**config.mk**
```make
export PLATFORM = sky130hd
export DESIGN_NAME = rs_encoder
export DESIGN_NICKNAME = d
export VERILOG_FILES = /design/src/rtl/rs_enc_pkg.sv /design/src/rtl/rs_cmul.sv /design/src/rtl/rs_lfsr.sv /design/src/rtl/rs_enc_ctrl.sv /design/src/rtl/rs_encoder.sv
export SDC_FILE = /design/constraint.sdc
export NUM_CORES = 1
export LEC_CHECK = 0
export BUFFER_PORTS_ARGS = -buffer_cell sky130_fd_sc_hd__buf_2
export CORE_MARGIN = 4
export CORE_UTILIZATION = 55
export DETAILED_ROUTE_END_ITERATION = 10
export GPL_TIMING_DRIVEN = 0
export HOLD_SLACK_MARGIN = 0.02
export PLACE_DENSITY = 0.82
export SYNTH_ARGS = -nofsm -noshare
export SYNTH_HDL_FRONTEND = slang
export SYNTH_SLANG_ARGS = --single-unit
```
**constraint.sdc**
```tcl
create_clock -name clk -period 2.7 [get_ports clk]
set_input_delay 0.81 -clock clk [delete_from_list [all_inputs] [get_ports clk]]
set_output_delay 0.81 -clock clk [all_outputs]
set_load 0.05 [all_outputs]
```
**src/rtl/rs_enc_pkg.sv**
```systemverilog
package rs_enc_pkg;

    localparam int          SYM_W      = 8;
    localparam logic [7:0]  POLY_LOW   = 8'h1D;   // x^8 folds to x^4+x^3+x^2+1
    localparam int          CODE_LEN   = 255;
    localparam int          NPAR_MAX   = 16;
    localparam int          NPAR_STRONG = 16;
    localparam int          NPAR_ROBUST = 8;

    typedef enum logic [1:0] {
        ST_IDLE   = 2'd0,
        ST_MSG    = 2'd1,
        ST_PARITY = 2'd2
    } enc_state_t;

    // Generic GF(2^8) product; used only with a constant operand in RTL.
    function automatic logic [SYM_W-1:0] gf_mul(input logic [SYM_W-1:0] a,
                                                input logic [SYM_W-1:0] b);
        logic [SYM_W-1:0] acc;
        logic [SYM_W-1:0] sh;
        acc = '0;
        sh  = a;
        for (int i = 0; i < SYM_W; i++) begin
            if (b[i]) acc = acc ^ sh;
            sh = {sh[SYM_W-2:0], 1'b0} ^ (sh[SYM_W-1] ? POLY_LOW : 8'h00);
        end
        return acc;
    endfunction

    // Low coefficients g[0..npar-1] of the monic generator with roots alpha^1..alpha^npar.
    function automatic logic [NPAR_MAX-1:0][SYM_W-1:0] gen_poly(input int npar);
        logic [NPAR_MAX:0][SYM_W-1:0] g;
        logic [SYM_W-1:0]             root;
        g    = '0;
        g[0] = 8'h01;
        root = 8'h01;
        for (int k = 1; k <= npar; k++) begin
            root = gf_mul(root, 8'h02);
            for (int j = NPAR_MAX; j > 0; j--)
                g[j] = g[j-1] ^ gf_mul(g[j], root);
            g[0] = gf_mul(g[0], root);
        end
        return g[NPAR_MAX-1:0];
    endfunction

endpackage

```
**src/rtl/rs_cmul.sv**
```systemverilog
module rs_cmul #(
    parameter logic [7:0] COEF = 8'h01
) (
    input  logic [7:0] din,
    output logic [7:0] dout
);
    import rs_enc_pkg::*;

    logic [SYM_W-1:0][SYM_W-1:0] term;

    // Each input bit selects a fixed column of the multiplication matrix.
    for (genvar k = 0; k < SYM_W; k++) begin : g_col
        localparam logic [SYM_W-1:0] COL = gf_mul(8'(1 << k), COEF);
        assign term[k] = din[k] ? COL : '0;
    end

    always_comb begin
        dout = '0;
        for (int k = 0; k < SYM_W; k++) dout = dout ^ term[k];
    end

endmodule

```
**src/rtl/rs_lfsr.sv**
```systemverilog
module rs_lfsr #(
    parameter int NPAR = 16
) (
    input  logic       clk,
    input  logic       rst_n,
    input  logic       absorb,
    input  logic       restart,
    input  logic       emit,
    input  logic [7:0] din,
    output logic [7:0] par_top
);
    import rs_enc_pkg::*;

    localparam logic [NPAR_MAX-1:0][SYM_W-1:0] GEN = gen_poly(NPAR);

    logic [NPAR-1:0][SYM_W-1:0] r;
    logic [NPAR-1:0][SYM_W-1:0] r_base;
    logic [NPAR-1:0][SYM_W-1:0] prod;
    logic [SYM_W-1:0]           fb;

    always_comb begin
        r_base = restart ? '0 : r;
        fb     = din ^ r_base[NPAR-1];
    end

    for (genvar i = 0; i < NPAR; i++) begin : g_tap
        rs_cmul #(.COEF(GEN[i])) u_mul (.din(fb), .dout(prod[i]));
    end

    always_ff @(posedge clk or negedge rst_n) begin
        if (!rst_n) begin
            r <= '0;
        end else if (absorb) begin
            r[0] <= prod[0];
            for (int i = 1; i < NPAR; i++) r[i] <= r_base[i-1] ^ prod[i];
        end else if (emit) begin
            r <= {r[NPAR-2:0], 8'h00};
        end
    end

    assign par_top = r[NPAR-1];


    clear_on_start_chk: assert property (@(posedge clk) disable iff (!rst_n)
        (absorb && restart && din == 8'h00) |=> (par_top == 8'h00));

endmodule

```
**src/rtl/rs_enc_ctrl.sv**
```systemverilog
module rs_enc_ctrl #(
    parameter int NPAR_N = 16,
    parameter int NPAR_R = 8
) (
    input  logic clk,
    input  logic rst_n,
    input  logic in_valid,
    input  logic in_first,
    input  logic in_last,
    input  logic in_mode,
    output logic in_ready,
    output logic take,
    output logic restart,
    output logic emit,
    output logic par_final,
    output logic mode_q
);
    import rs_enc_pkg::*;

    localparam int MSG_N = CODE_LEN - NPAR_N;
    localparam int MSG_R = CODE_LEN - NPAR_R;
    localparam int CW    = $clog2(CODE_LEN + 1);

    enc_state_t    state, state_nxt;
    logic [CW-1:0] cnt, done_cnt, msg_lim, par_lim;
    logic          cur_mode, end_msg;

    // Output and decode logic
    always_comb begin
        in_ready  = (state != ST_PARITY);
        restart   = (state == ST_IDLE);
        emit      = (state == ST_PARITY);
        take      = in_valid && in_ready && (!restart || in_first);
        cur_mode  = restart ? in_mode : mode_q;
        msg_lim   = cur_mode ? CW'(MSG_R) : CW'(MSG_N);
        par_lim   = mode_q ? CW'(NPAR_R) : CW'(NPAR_N);
        done_cnt  = restart ? '0 : cnt;
        end_msg   = take && (in_last || (done_cnt == msg_lim - CW'(1)));
        par_final = emit && (cnt == par_lim - CW'(1));
    end

    always_comb begin
        state_nxt = state;
        unique case (state)
            ST_IDLE:   if (take)      state_nxt = end_msg ? ST_PARITY : ST_MSG;
            ST_MSG:    if (end_msg)   state_nxt = ST_PARITY;
            ST_PARITY: if (par_final) state_nxt = ST_IDLE;
            default:                  state_nxt = ST_IDLE;
        endcase
    end

    // State register with counter and sampled mode
    always_ff @(posedge clk or negedge rst_n) begin
        if (!rst_n) begin
            state  <= ST_IDLE;
            cnt    <= '0;
            mode_q <= 1'b0;
        end else begin
            state <= state_nxt;
            if (take) begin
                cnt <= end_msg ? '0 : done_cnt + CW'(1);
                if (restart) mode_q <= in_mode;
            end else if (emit) begin
                cnt <= par_final ? '0 : cnt + CW'(1);
            end
        end
    end


    mode_hold_chk: assert property (@(posedge clk) disable iff (!rst_n)
        (state != ST_IDLE) |=> $stable(mode_q));


    msg_bound_chk: assert property (@(posedge clk) disable iff (!rst_n)
        (state == ST_MSG) |-> (cnt < msg_lim));

endmodule

```
**src/rtl/rs_encoder.sv**
```systemverilog
module rs_encoder #(
    parameter int NPAR_N = rs_enc_pkg::NPAR_STRONG,
    parameter int NPAR_R = rs_enc_pkg::NPAR_ROBUST
) (
    input  logic       clk,
    input  logic       rst_n,
    input  logic       in_valid,
    output logic       in_ready,
    input  logic [7:0] in_data,
    input  logic       in_first,
    input  logic       in_last,
    input  logic       in_mode,
    output logic       out_valid,
    output logic [7:0] out_data,
    output logic       out_first,
    output logic       out_last,
    output logic       out_parity
);
    logic       take, restart, emit, par_final, mode_q;
    logic [7:0] top_n, top_r, par_sel;

    rs_enc_ctrl #(.NPAR_N(NPAR_N), .NPAR_R(NPAR_R)) u_ctrl (
        .clk(clk), .rst_n(rst_n),
        .in_valid(in_valid), .in_first(in_first), .in_last(in_last), .in_mode(in_mode),
        .in_ready(in_ready), .take(take), .restart(restart), .emit(emit),
        .par_final(par_final), .mode_q(mode_q)
    );

    rs_lfsr #(.NPAR(NPAR_N)) u_div_strong (
        .clk(clk), .rst_n(rst_n), .absorb(take), .restart(restart),
        .emit(emit), .din(in_data), .par_top(top_n)
    );

    rs_lfsr #(.NPAR(NPAR_R)) u_div_robust (
        .clk(clk), .rst_n(rst_n), .absorb(take), .restart(restart),
        .emit(emit), .din(in_data), .par_top(top_r)
    );

    assign par_sel = mode_q ? top_r : top_n;

    always_ff @(posedge clk or negedge rst_n) begin
        if (!rst_n) begin
            out_valid  <= 1'b0;
            out_data   <= 8'h00;
            out_first  <= 1'b0;
            out_last   <= 1'b0;
            out_parity <= 1'b0;
        end else begin
            out_valid  <= take || emit;
            out_data   <= take ? in_data : (emit ? par_sel : 8'h00);
            out_first  <= take && restart;
            out_last   <= par_final;
            out_parity <= emit;
        end
    end


    pass_through_chk: assert property (@(posedge clk) disable iff (!rst_n)
        take |=> (out_valid && !out_parity && out_data == $past(in_data)));


    stall_on_parity_chk: assert property (@(posedge clk) disable iff (!rst_n)
        (out_valid && out_parity && !out_last) |-> !in_ready);


    last_is_parity_chk: assert property (@(posedge clk) disable iff (!rst_n)
        (out_valid && out_last) |-> out_parity);


    after_last_chk: assert property (@(posedge clk) disable iff (!rst_n)
        (out_valid && out_last) |=> (!out_valid || out_first));

endmodule

```
==> flow_summary.ini <==
[cts]
htreeDepth = 1
cts_tree = built
clk_latency_ps = 540
clkTransAtPathRegs_ps = 60
cts_made_buffers = 24
clockRootBuffer = clkbuf_16
hold_buffers = 0
clockBufferDepth = 3
cts.sinks = 215

[min_path]
hold_path_class = in -> async

[timing]
setup_violations = 0
maxSlewViolCount = 0
finalHoldViolCount = 0
fin_crit_sh = 0.992
skew_ps = 13.2
slew_headroom = 0.371
worstMarginPinSlew_ps = 944
fmax_mhz = 373
rsz0062_at_grt = true
finalCriticalPeriod_ps = 2680

[finish]
area_growth_pct = 12.3
layout-drive-gt1-share = 0.114
fillCellCount = 2106
utilization = 0.626
final_nets = 1700

[worst_setup_path]
cp_slowest_stage_delay_ps = 480
crit_path_top_delay_cell = xnor3_1
worstPathRequired_ps = 3100
worstRegToRegCells = 8
cp_data_arrival_time_ps = 3080
endpoint_kind = flop
r2r_setup_slack_ps = 20
cp-start-kind = flop
crit_chain = buf_2 > xnor2_1 > nor2_1 > xnor2_2 > xnor3_1 > nor2_1 > xor2_1 > o21ai_0
crit_path_max_fanout = 7
crit_cells = 8
cpMostUsedCell = nor2_1
critical_path.top_delay_family = XOR/XNOR gates
reg2reg_from = u_div_strong.par_top[1]$_DFFE_PN0P_
critPathLaunch = u_div_strong.par_top[1]$_DFFE_PN0P_
crit_path_end = u_div_strong.r[40]$_DFFE_PN0P_
worst-path-buf-inv = 1
critical_path_class = reg -> reg
r2r_end = u_div_strong.r[40]$_DFFE_PN0P_

[synth]
muxShareOfSynthArea = 0.00624
synth_most_common_cell = nand2_1
synth-adder-area-share = 0.00260
synth_edf_count = 0
syn_avg_cell_area_um2 = 8.86
synth_compound_area_frac = 0.100
synthesis.area_um2 = 14400
synthCells = 1629
synth-simple-area-share = 0.161
synth_cell_types = 56
synth_top_area_share = 0.373
synth_area_leader_cell = dfrtp_1
synth_top_family_by_area = XOR/XNOR gates
syn_nets = 1646
synth_area_leaders = dfrtp_1 (37%), xnor2_1 (11%), xor2_1 (9.7%)
ys_ff_latch = 215
ys_top_cells_by_count = nand2_1 (362), dfrtp_1 (215), nor2_1 (193)
ys_seq_area_frac = 0.373
async_reset_ff_frac = 1.00
synth_xor_area_frac = 0.319
yosys_most_used_dff = dfrtp_1
synth_warnings = 0

[job]
drv_cap = 0

[run_status]
status = complete, no violations

[drt]
drc = 0
ant_nets = 0
routed_wl_mm = 47.0
dr.pass1.iters = 7
vias_per_cell = 6.04
vias = 12293
drtIter0Drc = 1661
routedWlPerCell_um = 23.1

[floorplan]
die_x_um = 170
dieArea_um2 = 28900
ios = 27
die_h_um = 170
rows = 59
start_util = 0.557
design.core.area_um2 = 25900

[global_route]
grt_max_degree = 118
grt_antenna_before_repair = 1
grt_pass1_wl_mm = 70.3
grt_usage = 0.318
grt_pass1_vias = 11996
gr-total-overflow = 0

[place]
gp_congestion = 0.975
port_buffers = 17
dp_hpwl_mm = 31.8
[metal layers]
layer | up-vias | track usage | routed length (um)
li1 | 5331 | - | -
met1 | 5879 | 0.417 | 17500
met2 | 872 | 0.484 | 20500
met3 | 211 | 0.0852 | 5740
met4 | 0 | 0.170 | 3220
met5 | - | 0 | 0
[repair_timing]
action	4_1_cts	5_1_grt
pin swaps	1	3
gates resized for setup	69	31
setup buffers	5	9
endpoints found under the setup margin	207	96
[worst min-delay path by stage]
stage	startpoint	to	slack, ps
global placement	u_div_strong.r[41]$_DFFE_PN0P_	u_div_strong.r[41]$_DFFE_PN0P_	460
detailed placement	u_div_strong.r[115]$_DFFE_PN0P_	u_div_strong.r[115]$_DFFE_PN0P_	470
CTS	rst_n	u_ctrl.cnt[7]$_DFFE_PN0P_	400
floorplan	u_div_strong.r[115]$_DFFE_PN0P_	u_div_strong.r[115]$_DFFE_PN0P_	450
finish	rst_n	u_ctrl.cnt[6]$_DFFE_PN0P_	330
global route	rst_n	u_ctrl.cnt[4]$_DFFE_PN0P_	420
[cell usage in the layout (no fill, tap or decap), drive strengths merged, types with 4 or more instances in the layout]
cell	synthesis	final
a211oi	11	11
a21o	4	4
a21oi	101	101
and2	5	5
buf	52	81
clkbuf	69	107
dfrtp	215	215
inv	4	5
mux2i	9	9
nand2	362	362
nand3	15	15
nor2	196	196
nor3	5	5
o211ai	10	10
o21a	5	5
o21ai	112	112
xnor2	199	199
xnor3	48	48
xor2	168	168
[cells by family after synthesis]
group                    count (synthesis)
AND/OR/NAND/NOR                        597
XOR/XNOR                               418
AO/OA/AOI/OAI                          261
flip-flops                             215
buffers and inverters                  126
multiplexers                             9
adder cells (fa/ha/maj)                  3
[final cells by class]
cell class	count	area, um^2	share of cell area
diodes	1	2.50	0.000154
plain buffers	117	611	0.0377
clock buffers	39	718	0.0443
clock inverters	4	73.8	0.00455
inverters	5	18.8	0.00116
multi-input cells	1288	8730	0.538
flip-flops and latches	215	5380	0.332
well taps	335	419	0.0258
repair buffers	32	259	0.0160
[per-stage QoR]
step	cells	instance area, um^2	TNS, ps	setup WS (ps)	hold slack [ps]
2_1_floorplan	1629	14400	0	9.24	449
3_3_place_gp	1981	14900	-700620	-2890	461
3_5_place_dp	1982	15000	-91610	-711	468
4_1_cts	2030	16000	0	5.75	401
5_1_grt	2036	16200	-187	-49.5	420
6_report	2036	16200	0	20.8	327
[worst reg2reg max path, stage by stage (launching register included)]
cell     delay (ps)
dfrtp_1         370
buf_2           190
xnor2_1         160
nor2_1          400
xnor2_2         270
xnor3_1         480
nor2_1          380
xor2_1          200
o21ai_0          90
[flip-flops by register name, indices dropped and copies added (netlist names)]
name	cells
out_parity	1
u_ctrl.mode_q	1
out_valid	1
out_data	8
u_ctrl.state	2
u_div_strong.r	120
u_div_robust.r	56
u_ctrl.cnt	8
out_last	1
u_div_strong.par_top	8
out_first	1
u_div_robust.par_top	8
Power is left out: the tool's default activity adds up to more than one toggle a clock period on the data nets, which glitch-free logic cannot reach.
